**src/rtl/ea_pkg.sv**
```systemverilog
package ea_pkg;
  // Displacement width codes; the extender decodes these values.
  typedef enum logic [1:0] {
    DSZ_BYTE = 2'd0,
    DSZ_HALF = 2'd1,
    DSZ_WORD = 2'd2,
    DSZ_WIDE = 2'd3
  } disp_size_e;

  localparam int BYTE_BITS = 8;
  localparam int HALF_BITS = 16;
endpackage

```
**src/rtl/ea_disp_ext.sv**
```systemverilog
module ea_disp_ext
  import ea_pkg::*;
#(
  parameter int AW = 32
) (
  input  logic          clk,
  input  logic          rst_s,
  input  logic [AW-1:0] disp_raw,
  input  logic [1:0]    disp_size,
  output logic [AW-1:0] disp_ext
);
  localparam int BH = AW - BYTE_BITS;
  localparam int HH = AW - HALF_BITS;

  disp_size_e size_q;
  logic [AW-1:0] ext_byte, ext_half;

  always_comb begin
    size_q   = disp_size_e'(disp_size);
    ext_byte = {{BH{disp_raw[BYTE_BITS-1]}}, disp_raw[BYTE_BITS-1:0]};
    ext_half = {{HH{disp_raw[HALF_BITS-1]}}, disp_raw[HALF_BITS-1:0]};
    case (size_q)
      DSZ_BYTE: disp_ext = ext_byte;
      DSZ_HALF: disp_ext = ext_half;
      default:  disp_ext = disp_raw;
    endcase
  end

  // a byte displacement keeps its low byte and fills above it with copies of one bit
  assert_disp_byte_R3: assert property (@(posedge clk) disable iff (!rst_s)
    (disp_size == 2'd0) |-> (disp_ext[BYTE_BITS-1:0] == disp_raw[BYTE_BITS-1:0]) &&
      ((disp_ext[AW-1:BYTE_BITS-1] == '0) || (&disp_ext[AW-1:BYTE_BITS-1])));
  // same rule at the halfword width
  assert_disp_half_R3: assert property (@(posedge clk) disable iff (!rst_s)
    (disp_size == 2'd1) |-> (disp_ext[HALF_BITS-1:0] == disp_raw[HALF_BITS-1:0]) &&
      ((disp_ext[AW-1:HALF_BITS-1] == '0) || (&disp_ext[AW-1:HALF_BITS-1])));
endmodule

```
**src/rtl/ea_sel_check.sv**
```systemverilog
module ea_sel_check #(
  parameter int                   SELW      = 3,
  parameter logic [(1<<SELW)-1:0] BASE_BAN  = 8'h00,
  parameter logic [(1<<SELW)-1:0] INDEX_BAN = 8'h10
) (
  input  logic            clk,
  input  logic            rst_s,
  input  logic [SELW-1:0] base_sel,
  input  logic            base_en,
  input  logic [SELW-1:0] index_sel,
  input  logic            index_en,
  output logic            base_ok,
  output logic            index_ok,
  output logic            fault
);
  localparam int NREG = 1 << SELW;

  logic [NREG-1:0] base_hit, index_hit;

  // One decoder slice per register code; a slice flags only banned codes.
  for (genvar g = 0; g < NREG; g++) begin : g_code
    assign base_hit[g]  = (base_sel  == SELW'(g)) & BASE_BAN[g];
    assign index_hit[g] = (index_sel == SELW'(g)) & INDEX_BAN[g];
  end

  always_comb begin
    base_ok  = ~(|base_hit);
    index_ok = ~(|index_hit);
    fault    = (base_en & ~base_ok) | (index_en & ~index_ok);
  end

  // a present index naming the stack pointer always faults and is not used
  assert_sp_index_R5: assert property (@(posedge clk) disable iff (!rst_s)
    (index_en && index_sel == SELW'(4) && INDEX_BAN[4]) |-> (fault && !index_ok));
  // with nothing present there can be no fault
  assert_no_terms_R6: assert property (@(posedge clk) disable iff (!rst_s)
    (!index_en && !base_en) |-> !fault);
endmodule

```
**src/rtl/ea_index_scale.sv**
```systemverilog
module ea_index_scale #(
  parameter int AW  = 32,
  parameter int SCW = 2
) (
  input  logic           clk,
  input  logic           rst_s,
  input  logic [AW-1:0]  index_val,
  input  logic           index_use,
  input  logic [SCW-1:0] scale_code,
  output logic [AW-1:0]  scaled
);
  localparam int NSC = 1 << SCW;

  logic [AW-1:0] shifted [NSC];

  for (genvar g = 0; g < NSC; g++) begin : g_shift
    assign shifted[g] = index_val << g;
  end

  always_comb begin
    scaled = index_use ? shifted[scale_code] : '0;
  end

  // scale code 0 passes the index through unchanged
  assert_unit_scale_R2: assert property (@(posedge clk) disable iff (!rst_s)
    (index_use && scale_code == '0) |-> (scaled == index_val));
  // scale code 1 gives twice the index
  assert_double_R2: assert property (@(posedge clk) disable iff (!rst_s)
    (index_use && scale_code == SCW'(1)) |-> (scaled == index_val + index_val));
  // an unused index term contributes nothing
  assert_idx_gate_R4: assert property (@(posedge clk) disable iff (!rst_s)
    !index_use |-> (scaled == '0));
endmodule

```
**src/rtl/scaled_ea_unit.sv**
```systemverilog
module scaled_ea_unit #(
  parameter int                   AW         = 32,
  parameter int                   SELW       = 3,
  parameter int                   SCW        = 2,
  parameter bit                   REGISTERED = 1'b1,
  parameter logic [(1<<SELW)-1:0] BASE_BAN   = 8'h00,
  parameter logic [(1<<SELW)-1:0] INDEX_BAN  = 8'h10
) (
  input  logic            clk,
  input  logic            rst_n,
  input  logic            in_valid,
  input  logic [SELW-1:0] base_sel,
  input  logic            base_en,
  input  logic [AW-1:0]   base_val,
  input  logic [SELW-1:0] index_sel,
  input  logic            index_en,
  input  logic [AW-1:0]   index_val,
  input  logic [SCW-1:0]  scale_code,
  input  logic [AW-1:0]   disp_raw,
  input  logic [1:0]      disp_size,
  output logic            out_valid,
  output logic [AW-1:0]   target_addr,
  output logic            bad_index
);
  // Reset: asserted asynchronously, released on a clock edge.
  logic [1:0] rst_pipe;
  logic       rst_s;

  always_ff @(posedge clk or negedge rst_n) begin
    if (!rst_n) rst_pipe <= 2'b00;
    else        rst_pipe <= {rst_pipe[0], 1'b1};
  end
  assign rst_s = rst_pipe[1];

  logic          base_ok, index_ok, fault_d;
  logic [AW-1:0] disp_ext, idx_term, base_term, addr_d;

  ea_sel_check #(
    .SELW(SELW), .BASE_BAN(BASE_BAN), .INDEX_BAN(INDEX_BAN)
  ) u_sel (
    .clk(clk), .rst_s(rst_s),
    .base_sel(base_sel), .base_en(base_en),
    .index_sel(index_sel), .index_en(index_en),
    .base_ok(base_ok), .index_ok(index_ok), .fault(fault_d)
  );

  ea_index_scale #(.AW(AW), .SCW(SCW)) u_scale (
    .clk(clk), .rst_s(rst_s),
    .index_val(index_val), .index_use(index_en & index_ok),
    .scale_code(scale_code), .scaled(idx_term)
  );

  ea_disp_ext #(.AW(AW)) u_disp (
    .clk(clk), .rst_s(rst_s),
    .disp_raw(disp_raw), .disp_size(disp_size), .disp_ext(disp_ext)
  );

  always_comb begin
    base_term = (base_en & base_ok) ? base_val : '0;
    addr_d    = base_term + idx_term + disp_ext;  // carry out of the top bit is dropped
  end

  if (REGISTERED) begin : g_reg
    logic          vld_q, vld_n;
    logic [AW-1:0] addr_q, addr_n;
    logic          flt_q, flt_n;

    // Next-state: the strobe is the clock enable of the result register.
    always_comb begin
      vld_n  = in_valid;
      addr_n = in_valid ? addr_d  : addr_q;
      flt_n  = in_valid ? fault_d : flt_q;
    end

    always_ff @(posedge clk or negedge rst_s) begin
      if (!rst_s) begin
        vld_q  <= 1'b0;
        addr_q <= '0;
        flt_q  <= 1'b0;
      end else begin
        vld_q  <= vld_n;
        addr_q <= addr_n;
        flt_q  <= flt_n;
      end
    end

    assign out_valid   = vld_q;
    assign target_addr = addr_q;
    assign bad_index   = flt_q;

    // valid follows the strobe by exactly one cycle
    assert_valid_rise_R7: assert property (@(posedge clk) disable iff (!rst_s)
      in_valid |=> out_valid);
    assert_valid_idle_R7: assert property (@(posedge clk) disable iff (!rst_s)
      !in_valid |=> !out_valid);
    // results hold when no strobe arrives
    assert_hold_R7: assert property (@(posedge clk) disable iff (!rst_s)
      !in_valid |=> ($stable(target_addr) && $stable(bad_index)));
    // a strobed stack-pointer index shows up as a fault
    assert_fault_out_R5: assert property (@(posedge clk) disable iff (!rst_s)
      (in_valid && index_en && index_sel == SELW'(4) && INDEX_BAN[4]) |=> bad_index);
  end else begin : g_comb
    assign out_valid   = in_valid;
    assign target_addr = addr_d;
    assign bad_index   = fault_d;
  end
endmodule

```
**config.mk**
```make
export PLATFORM = sky130hd
export DESIGN_NAME = scaled_ea_unit
export DESIGN_NICKNAME = d
export VERILOG_FILES = /design/src/rtl/ea_pkg.sv /design/src/rtl/ea_disp_ext.sv /design/src/rtl/ea_sel_check.sv /design/src/rtl/ea_index_scale.sv /design/src/rtl/scaled_ea_unit.sv
export SDC_FILE = /design/constraint.sdc
export NUM_CORES = 1
export LEC_CHECK = 0
export ABC_AREA = 1
export ABC_CLOCK_PERIOD_IN_PS = 1200
export CORE_ASPECT_RATIO = 1.2
export CORE_MARGIN = 5
export CORE_UTILIZATION = 45
export DETAILED_ROUTE_END_ITERATION = 8
export PLACE_DENSITY = 0.78
export SKIP_LAST_GASP = 1
export SYNTH_ARGS = -nofsm -noshare
export SYNTH_HDL_FRONTEND = slang
export SYNTH_SLANG_ARGS = --single-unit
export TNS_END_PERCENT = 100
```
**constraint.sdc**
```tcl
create_clock -name clk -period 1.2 [get_ports clk]
set_clock_uncertainty 0.05 [all_clocks]
set_input_delay 0.12 -clock clk [delete_from_list [all_inputs] [get_ports clk]]
set_output_delay 0.12 -clock clk [all_outputs]
set_load 0.005 [all_outputs]
```
After elaboration in Yosys (flattened, before gate mapping)
Cells that the tools add are included.
{"block": "word_totals", "regBits": 36, "input_bits": 111, "out_inout_bits": 34, "word_cells": 20}
{"block": "classes", "n_addsub": 2, "order_cmp": 1, "n_eq_ne": 2, "n_mux": 6, "bitwise": 4, "n_reduce_logical": 1}
{"cell": "2-to-1 mux 32 bit", "n": 4}
{"cell": "adder 32 bit", "n": 2}
{"cell": "binary-select mux 32 bit (select 2 bit)", "n": 1}
{"cell": "case mux 32 bit (2 select lines)", "n": 1}
{"cell": "== test 3 bit, second input constant", "n": 1}
{"cell": ">= comparator 3 bit, second input constant", "n": 1}
{"cell": "inverter 2 -> 3 bit", "n": 1}
{"cell": "AND 1 bit", "n": 2}
{"cell": "== test 2 x 1 -> 1 bit, second input constant", "n": 1}
{"cell": "zero test 2 bit", "n": 1}
{"cell": "inverter 1 bit", "n": 1}

Depth between registers and ports, before layout
{"block": "logic_depth", "depth_word": 7, "ltp_mapped": 22, "depth_no_buf": 21}

Cells and area by module
A second synthesis with hierarchy kept.
{"block": "unflattened", "hier_cells": 979, "area_unflattened_um2": 5724.2}
{"mod": "scaled_ea_unit", "n_inst": 1, "cells_per_inst": 703, "area_each_um2": 4526.8, "seq_area_each_um2": 900.9}
{"mod": "ea_index_scale", "n_inst": 1, "cells_per_inst": 203, "area_each_um2": 782.0, "seq_area_each_um2": 0.0}
{"mod": "ea_disp_ext", "n_inst": 1, "cells_per_inst": 67, "area_each_um2": 386.6, "seq_area_each_um2": 0.0}
{"mod": "ea_sel_check", "n_inst": 1, "cells_per_inst": 6, "area_each_um2": 28.8, "seq_area_each_um2": 0.0}

Worst setup path before layout
No wires, ideal clock.
{"block": "synth_path", "path_type": "input to register", "from": "input scale_code[0]", "to": "register g_reg.addr_q[15] (netlist: target_addr[15])", "setup_ps": 117, "arrival_ps": 2684, "slack_ps": -1651, "path_stages": 16, "path_buffers": 2, "path_cell_list": "buf_2 buf_2 mux2i_1 nor3_1 fa_1 ha_1 fa_1 nand2_1 nand3_1 nand3_1 nand2_1 nand2_1 nand2_2 or2_1 nand3_1 nand2_1"}
{"block": "synth_between", "elab_chain_cells": 7}
{"item": "from (decl)", "line": "scaled_ea_unit.sv:18", "text": "input logic [SCW-1:0] scale_code,"}
{"item": "inverter 2 -> 3 bit (implied by the code)", "line": "ea_index_scale.sv:21", "text": "scaled = index_use ? shifted[scale_code] : '0;"}
{"item": "binary-select mux 32 bit (select 2 bit)", "line": "ea_index_scale.sv:21"}
{"item": "2-to-1 mux 32 bit (implied by the code) (2 in series)", "line": "ea_index_scale.sv:21"}
{"item": "2-to-1 mux 32 bit", "line": "ea_index_scale.sv:21"}
{"item": "adder 32 bit (2 in series)", "line": "scaled_ea_unit.sv:60", "text": "addr_d = base_term + idx_term + disp_ext;"}
{"item": "to (signal assigned)", "line": "scaled_ea_unit.sv:82", "text": "addr_q <= addr_n;"}
{"item": "to (decl)", "line": "scaled_ea_unit.sv:65", "text": "logic [AW-1:0] addr_q, addr_n;"}
Every way passes these cells. The select of a mux whose other input is x is not followed.
A chain may end at the register's enable or synchronous reset.

Worst setup path in the final report
{"block": "layout_path", "from": "input index_sel[1]", "to": "register g_reg.addr_q[27] (netlist: target_addr[27])"}
{"block": "layout_between", "elab_chain_cells": 6}
{"item": "from (decl)", "line": "scaled_ea_unit.sv:15", "text": "input logic [SELW-1:0] index_sel,"}
{"item": "== test 3 bit", "line": "ea_sel_check.sv:23", "text": "assign index_hit[g] = (index_sel == SELW'(g)) & INDEX_BAN[g];"}
{"item": "inverter 1 bit", "line": "ea_sel_check.sv:28", "text": "index_ok = ~(|index_hit);"}
{"item": "AND 1 bit", "line": "scaled_ea_unit.sv:49", "text": ".index_val(index_val), .index_use(index_en & index_ok),"}
{"item": "2-to-1 mux 32 bit", "line": "ea_index_scale.sv:21"}
{"item": "adder 32 bit (2 in series)", "line": "scaled_ea_unit.sv:60"}
Every way passes these cells.

==> impl_metrics.ini <==
[run_status]
status = finished with violations
violations = setup timing

[drt]
drtPass1Iterations = 6
drtAntennaViolNets = 0
drc = 0
via_per_inst = 5.98
avgRoutedWirePerCell_um = 21.7
drt-total-wl_um = 29400
vias = 8085
drtIter0Drc = 770

[worst_setup_path]
critPathCaptureType = flop
cp.arrival_ns = 2.99
crit_path_frequent_cell = nand2_1
worst-path-stages = 20
slowest_delay_ns = 0.57
crit_buf_inv = 5
critPathSlowestCell = fa_1
worstPathRequired_ns = 1.32
path_max_fanout = 6
worstSetupPathType = in -> reg
cp-startpoint = index_sel[1]
cpLargestDelayFamily = simple AND/OR/NAND/NOR gates
r2r-start = target_addr[10]
crit_chain = buf_6 -> nor2_4 -> nand2_4 -> nand2_8 -> buf_12 -> inv_8 -> buf_4 -> nand3_1 -> fa_1 -> inv_1 -> ha_4 -> nand2_2 -> nor2_2 -> nand2_1 -> nor3_2 -> nand2_2 -> nand2_1 -> nand2_1 -> nand3_2 -> nand2_1
reg2reg_depth = 3
critPathLaunchType = primary input

[cells_and_area]
diodes = 0
area_growth_pct = 85.3
finalNetCount = 1363
mostFrequentLayoutCells = nand2_1, inv_1, buf_4, nand2_2, clkdlybuf4s50_1
drive_gt1_share_pct = 41.6
postLayoutCellArea_sq_mm = 0.0103
final_common_cell = nand2_1

[yosys]
yosys.area_share.simple_pct = 39.1
synthCells = 927
synth_cell_types = 31
synth-seq-cells = 36
synth-edff-count = 0
synth_compound_area_share_pct = 7.51
netlist_area_sq_mm = 0.00555
synth_top_family_by_area = simple AND/OR/NAND/NOR gates
yosys_warnings = 0
async_reset_ff_share_pct = 100
ys_seq_area_share_pct = 16.2
synthAdderAreaFrac_pct = 18.3
syn_nets = 1100
synth.avg_cell_area_sq_um = 5.98
yosys-mux-area-fraction_pct = 3.79
synthXorXnorAreaFrac_pct = 1.26
synth_flop_cell = dfrtp_1

[global_route]
grt_antenna_before_repair = 0
grtUsageTotal_pct = 30.3
grt_overflow = 0
grt_max_degree = 35
grt_pass1_wl_um = 36700
grt_pass1_vias = 7623

[placed_design]
gp_congestion = 0.921
hpwl_um = 14600
pre_cts_ws_ns = -2.17
place_area_sq_mm = 0.00807
port_buffers = 141

[worst_hold_path]
hp-start = index_sel[0]
min_path_type = in -> reg
hold_depth = 4

[timing]
fmax_ghz = 0.348
hold_viol = 0
post-route-min-period_ns = 2.87
setup_tns_ns = -42.86
setup_viol = 32
post-route-period-util_pct = 240
rsz0062_at_grt = yes
maxSlewViolCount = 0
finalWorstSetupSlack_ns = -1.67

[floorplan]
row_count = 44
start_util_pct = 45.8
fp.coreArea_sq_mm = 0.0121
die_width_um = 111
io_pins = 145
die_h_um = 132
die_area_sq_mm = 0.0147

[pwr]
p_seq_share_pct = 14.6
switchingPower_mw = 5.67
p_clk_share_pct = 10.5
p_leak_nw = 5.22
p_int_mw = 6.45
combPwrFrac_pct = 74.9
power_mw = 12.1
p_sw_share_pct = 46.8
vdd_ir_drop_max_v = 0.000864
powerDensity_mw_per_mm2 = 1180

[clocking]
cts.sinks = 36
path_clk_slew_ns = 0.05
cts_buffers = 5
htree_num_levels = 2
cts_max_path_buffers = 2
cts_tree = done
cts-root-buf = clkbuf_16
clkLatencyLatePin_ns = 0.28

[run]
maxCapViolations = 0
-- worst register-to-register path, delay by kind of cell (launching register included) --
kind / cells / cell delay [ns]
flip-flops: 1 / 0.38
AND/OR/NAND/NOR: 1 / 0.06
AO/OA/AOI/OAI: 1 / 0.07
buffers and inverters: 1 / 0.14
-- registers in the layout, summed over array words and instances (netlist names) --
signal and count:
rst_pipe 2, out_valid 1, target_addr 32, bad_index 1
-- cell usage after synthesis, drive strengths merged (5+ instances only) --
cell    count  area [sq um]
or2         5          31.3
xnor2       7          61.3
nand2     366          1400
nand4       8          50.1
nor3        5          25.0
nand3      77           395
fa         32           641
ha         30           375
nand3b      6          45.0
mux2i      21           210
inv       174           653
dfrtp      36           901
clkbuf     16          60.1
buf         9          47.5
a21oi      34           174
nor2       52           220
o21ai      40           200
-- what timing repair did --
item,CTS,global route
endpoints found under the hold margin,2,0
hold buffers,1,0
buffers inserted,25,9
pin swaps,173,107
resized for setup,407,134
cloned,9,1
setup endpoints to repair,66,32
-- through the flow --
stage / utilization, % / hold slack (ns) / cells
global placement: 66.6 / 0.176 / 1299
CTS: 80.2 / 0.0921 / 1342
finish: 84.9 / 0.110 / 1352
detailed placement: 66.6 / 0.179 / 1299
global route: 84.9 / 0.108 / 1352
floorplan: - / -0.226 / 927
-- metal layers --
metal	GRT usage, %	part of all wire (%)	wire length, um	vias to the layer above
met3	4.05	9.5	2800	250
met5	0	0	0	-
met4	16.5	8.9	2600	0
li1	-	-	-	3387
met1	34.7	34	9930	3753
met2	54.4	48	14000	695
-- power by group through the flow --
stage | clock, mW | sequential, mW | combinational, mW
2_1_floorplan | 0 | 1.83 | 3.31
3_3_place_gp | 0 | 1.79 | 6.01
3_5_place_dp | 0 | 1.80 | 6.13
4_1_cts | 1.29 | 1.77 | 7.67
5_1_grt | 1.34 | 1.81 | 9.57
6_report | 1.28 | 1.77 | 9.08
-- logic make-up after synthesis --
kind of cell	Yosys count
XOR/XNOR	8
multiplexers	21
other	1
buffers and inverters	199
flip-flops	36
AND/OR/NAND/NOR	520
AO/OA/AOI/OAI	80
adder cells (fa/ha/maj)	62
-- cell type report --
| cell class | count | area (sq um) |
|---|---|---|
| Multi-Input combinational cell | 693 | 5610 |
| Timing Repair Buffer | 277 | 2710 |
| Fill cell | 613 | 1830 |
| Sequential cell | 36 | 901 |
| Inverter | 174 | 677 |
| Tap cell | 161 | 201 |
| Clock buffer | 6 | 139 |
| Timing Repair inverter | 3 | 30.0 |
| Clock inverter | 2 | 10.0 |
-- final timing paths --
check	end	slack, ns
setup reg to reg	target_addr[10]	0.39
max in group asynchronous	rst_pipe[0]	0.48
min in group asynchronous	target_addr[30]	0.18
setup / recovery	target_addr[27]	-1.67
hold / removal	bad_index	0.11
hold reg to reg	target_addr[30]	0.18
No activity file was read; power rests on OpenSTA's default activity.
